===== src/rtl/hc_cmd_pkg.sv =====
package hc_cmd_pkg;
  // command word bit positions (decoded by the controller side)
  localparam int unsigned CMD_PSE_BIT  = 4;
  localparam int unsigned CMD_ASE_BIT  = 5;
  localparam int unsigned CMD_DB_BIT   = 6;
  localparam int unsigned CMD_LRST_BIT = 7;
  localparam int unsigned CMD_FLS_LO   = 2;
  // status / enable bit for async-advance
  localparam int unsigned IAA_BIT      = 5;

  typedef enum logic [1:0] {
    FLS_1024 = 2'b00,
    FLS_512  = 2'b01,
    FLS_256  = 2'b10,
    FLS_RSVD = 2'b11
  } fls_code_e;
endpackage


===== src/rtl/hc_cmd_fields.sv =====
module hc_cmd_fields
  import hc_cmd_pkg::*;
#(
  parameter int unsigned FIDX_W       = 10,
  parameter bit          LRST_SUPPORT = 1'b1
) (
  input  logic              clk,
  input  logic              rst_n,
  input  logic              wr_cmd,
  input  logic              wr_ase,
  input  logic              wr_pse,
  input  logic [1:0]        wr_fls,
  input  logic              wr_lrst,
  input  logic              prog_cap,
  input  logic              lrst_done,
  output logic              ase_q,
  output logic              pse_q,
  output logic [1:0]        fls_q,
  output logic              lrst_q,
  output logic [FIDX_W-1:0] fidx_mask
);

  logic       ase_d, pse_d;
  logic [1:0] fls_d;
  logic       fls_wr_ok;

  assign fls_wr_ok = wr_cmd && prog_cap && (wr_fls != FLS_RSVD);

  always_comb begin
    ase_d = ase_q;
    pse_d = pse_q;
    fls_d = fls_q;
    if (wr_cmd) begin
      ase_d = wr_ase;
      pse_d = wr_pse;
    end
    if (fls_wr_ok) fls_d = wr_fls;
  end

  always_ff @(posedge clk or negedge rst_n) begin
    if (!rst_n) begin
      ase_q <= 1'b0;
      pse_q <= 1'b0;
      fls_q <= FLS_1024;
    end else begin
      ase_q <= ase_d;
      pse_q <= pse_d;
      fls_q <= fls_d;
    end
  end

  // index mask: one fewer low bit for each halving of the list
  assign fidx_mask = {FIDX_W{1'b1}} >> fls_q;

  generate
    if (LRST_SUPPORT) begin : g_lrst
      logic lrst_d;
      always_comb begin
        lrst_d = lrst_q;
        if (lrst_q && lrst_done)    lrst_d = 1'b0;
        else if (wr_cmd && wr_lrst) lrst_d = 1'b1;
      end
      always_ff @(posedge clk or negedge rst_n) begin
        if (!rst_n) lrst_q <= 1'b0;
        else        lrst_q <= lrst_d;
      end
      p_lrst_done_r10: assert property (@(posedge clk) disable iff (!rst_n)
        (lrst_q && lrst_done) |=> !lrst_q);
      p_lrst_hold_r10: assert property (@(posedge clk) disable iff (!rst_n)
        (lrst_q && !lrst_done) |=> lrst_q);
    end else begin : g_no_lrst
      assign lrst_q = 1'b0;
    end
  endgenerate

  p_fls_locked_r3: assert property (@(posedge clk) disable iff (!rst_n)
    !prog_cap |=> $stable(fls_q));
  p_fls_no_rsvd_r3: assert property (@(posedge clk) disable iff (!rst_n)
    (wr_cmd && wr_fls == FLS_RSVD) |=> $stable(fls_q));
  p_ase_write_r2: assert property (@(posedge clk) disable iff (!rst_n)
    wr_cmd |=> (ase_q == $past(wr_ase)) && (pse_q == $past(wr_pse)));

endmodule


===== src/rtl/hc_iaa_ctl.sv =====
module hc_iaa_ctl (
  input  logic clk,
  input  logic rst_n,
  input  logic wr_cmd,
  input  logic wr_db,
  input  logic wr_sts,
  input  logic clr_iaa,
  input  logic wr_ien,
  input  logic ien_val,
  input  logic evict_done,
  input  logic thr_tick,
  output logic db_q,
  output logic sts_q,
  output logic en_q,
  output logic irq_q
);

  logic db_d, sts_d, en_d, irq_d;
  logic evict_hit;

  assign evict_hit = evict_done && db_q;

  always_comb begin
    db_d  = db_q;
    sts_d = sts_q;
    en_d  = en_q;
    if (evict_hit)              db_d = 1'b0;
    else if (wr_cmd && wr_db)   db_d = 1'b1;
    if (evict_hit)              sts_d = 1'b1;
    else if (wr_sts && clr_iaa) sts_d = 1'b0;
    if (wr_ien)                 en_d = ien_val;
    // fire only on a tick that sees status already set and enabled;
    // drop on the same edge that removes status or enable
    irq_d = sts_d && en_d && (irq_q || (thr_tick && sts_q && en_q));
  end

  always_ff @(posedge clk or negedge rst_n) begin
    if (!rst_n) begin
      db_q  <= 1'b0;
      sts_q <= 1'b0;
      en_q  <= 1'b0;
      irq_q <= 1'b0;
    end else begin
      db_q  <= db_d;
      sts_q <= sts_d;
      en_q  <= en_d;
      irq_q <= irq_d;
    end
  end

  p_db_evict_r6: assert property (@(posedge clk) disable iff (!rst_n)
    (evict_done && db_q) |=> (!db_q && sts_q));
  p_evict_ignored_r7: assert property (@(posedge clk) disable iff (!rst_n)
    (evict_done && !db_q && !wr_cmd && !wr_sts) |=> (!db_q && $stable(sts_q)));
  p_irq_tick_r8: assert property (@(posedge clk) disable iff (!rst_n)
    $rose(irq_q) |-> $past(thr_tick));
  p_irq_clear_r9: assert property (@(posedge clk) disable iff (!rst_n)
    (wr_sts && clr_iaa && !(evict_done && db_q)) |=> !irq_q);
  p_db_zero_keep_r5: assert property (@(posedge clk) disable iff (!rst_n)
    (db_q && !evict_done) |=> db_q);

endmodule


===== src/rtl/hc_cmd_reg.sv =====
module hc_cmd_reg
  import hc_cmd_pkg::*;
#(
  parameter int unsigned DATA_W       = 32,
  parameter int unsigned ADDR_W       = 8,
  parameter int unsigned FIDX_W       = 10,
  parameter bit          LRST_SUPPORT = 1'b1,
  parameter logic [ADDR_W-1:0] OFS_CMD = 'h0,
  parameter logic [ADDR_W-1:0] OFS_STS = 'h4,
  parameter logic [ADDR_W-1:0] OFS_IEN = 'h8
) (
  input  logic              clk,
  input  logic              rst_n,
  input  logic              bus_wr,
  input  logic [ADDR_W-1:0] bus_addr,
  input  logic [DATA_W-1:0] bus_wdata,
  output logic [DATA_W-1:0] bus_rdata,
  input  logic              prog_fl_cap,
  output logic              async_en,
  output logic              periodic_en,
  output logic [1:0]        fl_size,
  output logic [FIDX_W-1:0] fidx_mask,
  output logic              lrst_req,
  input  logic              evict_done,
  input  logic              lrst_done,
  input  logic              thr_tick,
  output logic              irq
);

  logic wr_cmd, wr_sts, wr_ien;
  logic ase_q, pse_q, lrst_q, db_q, sts_q, en_q, irq_q;
  logic [1:0] fls_q;

  assign wr_cmd = bus_wr && (bus_addr == OFS_CMD);
  assign wr_sts = bus_wr && (bus_addr == OFS_STS);
  assign wr_ien = bus_wr && (bus_addr == OFS_IEN);

  hc_cmd_fields #(
    .FIDX_W       (FIDX_W),
    .LRST_SUPPORT (LRST_SUPPORT)
  ) u_fields (
    .clk       (clk),
    .rst_n     (rst_n),
    .wr_cmd    (wr_cmd),
    .wr_ase    (bus_wdata[CMD_ASE_BIT]),
    .wr_pse    (bus_wdata[CMD_PSE_BIT]),
    .wr_fls    (bus_wdata[CMD_FLS_LO +: 2]),
    .wr_lrst   (bus_wdata[CMD_LRST_BIT]),
    .prog_cap  (prog_fl_cap),
    .lrst_done (lrst_done),
    .ase_q     (ase_q),
    .pse_q     (pse_q),
    .fls_q     (fls_q),
    .lrst_q    (lrst_q),
    .fidx_mask (fidx_mask)
  );

  hc_iaa_ctl u_iaa (
    .clk        (clk),
    .rst_n      (rst_n),
    .wr_cmd     (wr_cmd),
    .wr_db      (bus_wdata[CMD_DB_BIT]),
    .wr_sts     (wr_sts),
    .clr_iaa    (bus_wdata[IAA_BIT]),
    .wr_ien     (wr_ien),
    .ien_val    (bus_wdata[IAA_BIT]),
    .evict_done (evict_done),
    .thr_tick   (thr_tick),
    .db_q       (db_q),
    .sts_q      (sts_q),
    .en_q       (en_q),
    .irq_q      (irq_q)
  );

  always_comb begin
    bus_rdata = '0;
    if (bus_addr == OFS_CMD) begin
      bus_rdata[CMD_PSE_BIT]      = pse_q;
      bus_rdata[CMD_ASE_BIT]      = ase_q;
      bus_rdata[CMD_DB_BIT]       = db_q;
      bus_rdata[CMD_LRST_BIT]     = lrst_q;
      bus_rdata[CMD_FLS_LO +: 2]  = fls_q;
    end else if (bus_addr == OFS_STS) begin
      bus_rdata[IAA_BIT] = sts_q;
    end else if (bus_addr == OFS_IEN) begin
      bus_rdata[IAA_BIT] = en_q;
    end
  end

  assign async_en    = ase_q;
  assign periodic_en = pse_q;
  assign fl_size     = fls_q;
  assign lrst_req    = lrst_q;
  assign irq         = irq_q;

  p_irq_needs_sts_r8: assert property (@(posedge clk) disable iff (!rst_n)
    irq |-> (sts_q && en_q));
  p_mask_top_r4: assert property (@(posedge clk) disable iff (!rst_n)
    fidx_mask[0]);

endmodule


===== config.mk =====
export PLATFORM = sky130hd
export DESIGN_NAME = hc_cmd_reg
export DESIGN_NICKNAME = d
export VERILOG_FILES = /design/src/rtl/hc_cmd_pkg.sv /design/src/rtl/hc_cmd_fields.sv /design/src/rtl/hc_iaa_ctl.sv /design/src/rtl/hc_cmd_reg.sv
export SDC_FILE = /design/constraint.sdc
export NUM_CORES = 1
export LEC_CHECK = 0
export ABC_AREA = 1
export BUFFER_PORTS_ARGS = -buffer_cell sky130_fd_sc_hd__buf_4
export CORE_MARGIN = 1.5
export CORE_UTILIZATION = 35
export DETAILED_ROUTE_END_ITERATION = 10
export PLACE_DENSITY = 0.84
export SLEW_MARGIN = 20
export SYNTH_ARGS = -nofsm -noshare
export SYNTH_HDL_FRONTEND = slang
export SYNTH_HIERARCHICAL = 1
export SYNTH_SLANG_ARGS = --single-unit

===== constraint.sdc =====
create_clock -name clk -period 1.6 [get_ports clk]
set_input_delay 0.16 -clock clk [delete_from_list [all_inputs] [get_ports clk]]
set_output_delay 0.16 -clock clk [all_outputs]
set_load 0.01 [all_outputs]

* Word level (Yosys, flattened, before mapping) *
Index checks and enable logic that the tools add are counted.

operators by class
  equal/unequal tests = 3
  reductions and logical operators = 18
  shifts and indexed selects = 1
  muxes and demuxes = 12

operator list
  kind                                                number
  logical AND 1 bit                                   14
  2-to-1 mux 1 bit                                    10
  right shift 10 x 2 -> 10 bit, first input constant  1
  == test 8 x 3 -> 1 bit, second input constant       1
  == test 8 x 4 -> 1 bit, second input constant       1
  logical NOT 8 bit                                   1
  nonzero test 2 bit                                  2
  2-to-1 mux 3 bit                                    1
  2-to-1 mux 2 bit                                    1
  != test 2 bit, second input constant                1
  logical OR 1 bit                                    1

word-level totals
  output and inout port bits = 48
  register bits after elaboration = 9
  logic and storage cells = 42

* Longest topological paths before layout *
  depth in word-level cells = 7
  mapped depth = 10

* Modules after synthesis *
Netlist, hierarchy kept.

modules (own cells, without submodules)
  module         area an instance (um^2)  sequential area each (um^2)  cells each  times used
  hc_cmd_reg     352.8                    0.0                          65          1
  hc_cmd_fields  274.0                    125.1                        35          1
  hc_iaa_ctl     180.2                    100.1                        22          1

* Worst setup path before layout *
OpenSTA, ideal clock, no wires.

  path type = input-to-reg
  from = input port bus_addr[7]
  to = register u_fields.fls_q[1]
  stages = 10
  slack = 0.427 ns
  arrival time = 1.056 ns
  required time = 1.483 ns
  setup time = 0.117 ns
  cells stage by stage = nor2_1 nand2_1 nor2_2 inv_2 nor2_1 nand2_1 inv_2 nand2_2 nand2_1 nand2_1

on the way
  word-level cells in the longest chain between the ends = 4

ends and longest elaborated chain
  element                         line                 source
  start, declared                 hc_cmd_reg.sv:15     input logic [ADDR_W-1:0] bus_addr,
  logical NOT 8 bit               hc_cmd_reg.sv:34     assign wr_cmd = bus_wr && (bus_addr == OFS_CMD);
  logical AND 1 bit               hc_cmd_reg.sv:34
  via wr_cmd                      hc_cmd_reg.sv:30     logic wr_cmd, wr_sts, wr_ien;
  logical AND 1 bit (2 in a row)  hc_cmd_fields.sv:27  assign fls_wr_ok = wr_cmd && prog_cap && (wr_fls != FLS_RSVD);
  end signal, assigned            hc_cmd_fields.sv:48  fls_q <= fls_d;
  end, declared                   hc_cmd_fields.sv:18  output logic [1:0] fls_q,

The timed path passes the listed nets, and every way through them passes these cells.
A chain may end at the register's enable or synchronous reset.

* Worst setup path in the final report *
  from = input port bus_addr[7]
  to = register u_fields.fls_q[0]

Same word-level chain as after synthesis.

==> summary.txt <==
Synth
  – Top_reg_cell synth: dfrtp_1
  – EDFF count, synth: 0
  – Count leader, synth: buf_4
  – Synth top area share: between 30% and 40%
  – Ys Warns: 6
  – Post-synth top area cell: buf_4
  – Post-Syn Area: a little over 800 um^2
  – Register area share after synthesis: around 28%
  – Commonest cells post-synth: 33 x buf_4, 23 x nand2_1, 19 x inv_1
  – Syn Area/Cell: approximately 6.6 um^2
  – Synth area leaders: buf_4 31%, dfrtp_1 28%, nand2_1 11%
  – Synth cell types: 12
  – Cells after synthesis: 122
  – FFs w/ async S/R, synth: 100%
  – Synth Register Bits: 9

Detailed routing
  – Pre-Repair DR Iteration Count: 2
  – Routed len/inst: 7.33 um
  – Total number of vias: 700
  – Initial DRC count: 8
  – Via density: around 3.7
  – DRT Wirelength: around 1.4 mm
  – Routed Antenna Nets: 0
  – # DRC: 0

Final layout
  – Diodes inserted: 0
  – Fin nets: roughly 210
  – Area Growth Syn to Fin: 26.0%
  – Fraction of layout cells with a size suffix above 1: 30.4%
  – Finished Core Util: 46.4%
  – Filler cells: between 200 and 300

Setup path
  – Most frequent CP cell: nand2_1
  – WP data arrival: between 1 and 1.5 ns
  – Worst Path Required: between 1.5 and 2 ns
  – Worst path max stage delay: roughly 0.27 ns
  – Worst-path cell chain: buf_4, nor2_1, nand2_1, nor2_2, inv_2, nor2_1, nand2_1, inv_2, nand2_2, nand2_1, nand2_1
  – Setup CP Type: input port to flop
  – Crit. End Element: flop
  – Startpoint types: input port
  – Reg2Reg Depth: 4
  – CP Max Fanout: 6
  – CP max-delay cell: nor2_1

CTS
  – Longest Clk Path Bufs: 2
  – Clock transition at path regs: ~0.060 ns
  – Post-CTS Setup Repair Bufs: 0
  – CTS buffer count: 3
  – H-tree depth: 1
  – CTS tree: done
  – Clk_lat worst skew: between 0.2 and 0.3 ns
  – Clk root buf: clkbuf_4
  – Clock Sinks: 9

Floorplan
  – Height of the die: 51.0 um
  – Die W: roughly 51 um
  – Die area: between 0.002 and 0.003 mm^2
  – Core Rows: 17
  – Initial Util: roughly 37%
  – # IOs: 95
  – Core area: between 0.002 and 0.0025 mm^2

Timing
  – RSZ-0062 raised after global routing: no
  – Clk_skew: ~0.00019 ns
  – Slew Limit Fails: 0
  – TNS Setup: 0 ns
  – Final Critical Period: 1.13 ns
  – Fmax achieved: roughly 0.88 GHz
  – Endpoints failing hold: 0
  – Final Cycle Share: between 70% and 80%
  – Setup violators final: 0

Global routing
  – Vias in the first global route: slightly below 600
  – GRT met3 Usage: under 10%
  – GR Overflow Total: 0
  – Antenna violations before repair: 0
  – GR Util met1: 13.6%
  – Busiest grt layer: met2
  – Largest net degree at the start of global routing: 10
  – First-pass GRT wire length: roughly 2.3 mm
  – GRT Total Usage: 11.5%
  – Met2 Track Usage GR: 19.0%

Pwr
  – Static Leak: just over 0.6 nW
  – Maximum vdd drop: a little over 0.0003 V
  – Power per cell area: between 500 and 600 mW/mm^2

Placement
  – Post-DP HPWL: ~1.2 mm
  – Final Wtd Congestion: between 0.6 and 0.7
  – # port buffers: 35

Run status
  – Outcome: complete, no violations

Hold path
  – Hold-critical path depth: 2
  – Hold Crit Class: input port to flop

Run
  – Max-cap viol count: 0
-- cell usage in the layout, fill, tap and decap left out --
master,instances
buf_4,36
conb_1,33
nand2_1,23
inv_1,19
nor2_1,14
dfrtp_1,9
nand3_1,7
nand2_2,4
o21ai_0,4
nor2_2,3
inv_2,3
clkbuf_4,3
nand4_1,1
clkbuf_1,1
dlygate4sd3_1,1
-- timing repair --
action,CTS,global route
hold endpoints to repair,9,0
hold buffers,1,0
gates resized for setup,0,0
-- state kept, by name, summed over array words and instances, names as in the netlist --
register,cells
u_fields/ase_q,1
u_fields/fls_q,2
u_fields/lrst_q,1
u_fields/pse_q,1
u_iaa/db_q,1
u_iaa/en_q,1
u_iaa/irq_q,1
u_iaa/sts_q,1
-- worst paths after layout --
check / slack (ns) / end / startpoint
worst max-delay path: 0.47 / u_fields/fls_q[0] / bus_addr[7]
min in group asynchronous: 0.27 / u_iaa/sts_q / rst_n
worst min-delay path: 0.09 / u_fields/lrst_q / lrst_done
max in group asynchronous: 1.19 / u_fields/fls_q[1] / rst_n
worst max register to register: 0.87 / u_iaa/irq_q / u_iaa/db_q
worst min register to register: 0.53 / u_iaa/db_q / u_iaa/db_q
-- where the power goes --
| part | internal (mW) | switching, mW | leakage (nW) |
|---|---|---|---|
| sequential | 0.246 | 0.0139 | 0.114 |
| combinational | 0.0571 | 0.0857 | 0.479 |
| clock | 0.0957 | 0.0733 | 0.0150 |
| total | 0.399 | 0.173 | 0.609 |
-- layer usage --
layer | up-vias | share of wire (%)
met4 | 0 | 0.51
met5 | - | 0
met1 | 293 | 39
met2 | 36 | 51
li1 | 369 | -
met3 | 2 | 9.4
-- layout make-up --
| cell class | count | area (um^2) | area share, % |
|---|---|---|---|
| multi-input cells | 89 | 368 | 36.2 |
| clock buffers | 4 | 26.3 | 2.58 |
| flip-flops and latches | 9 | 225 | 22.1 |
| well taps | 28 | 35.0 | 3.44 |
| repair buffers | 37 | 280 | 27.6 |
| inverters | 22 | 82.6 | 8.12 |
-- worst max-delay path, delay by kind of cell --
family,cells,cell delay [ns]
and+or+nand+nor,8,0.84
buffers and inverters,3,0.27
-- cell families (layout without fill, tap and decap cells) --
| logic type | after synthesis | in the layout | synth area share [%] |
|---|---|---|---|
| compound gates | 4 | 4 | 2.48 |
| buf+inv | 55 | 63 | 40.9 |
| simple gates | 52 | 52 | 27.8 |
| other cells | 2 | 33 | 0.931 |
| flops | 9 | 9 | 27.9 |
-- metrics by stage --
stage          total power, mW  instances  instance area, um^2  worst slack [ns]  hold WS, ns
5_1_grt                  0.620        189                 1020             0.286       0.0743
4_1_cts                  0.583        189                 1020             0.454       0.0824
2_1_floorplan            0.400        153                  923             0.427       -0.136
6_report                 0.571        189                 1020             0.468       0.0889
3_5_place_dp             0.406        184                  981             0.188     -0.00841
3_3_place_gp             0.403        184                  981             0.198      -0.0112
Note: power is estimated with default switching activity, not from simulation.
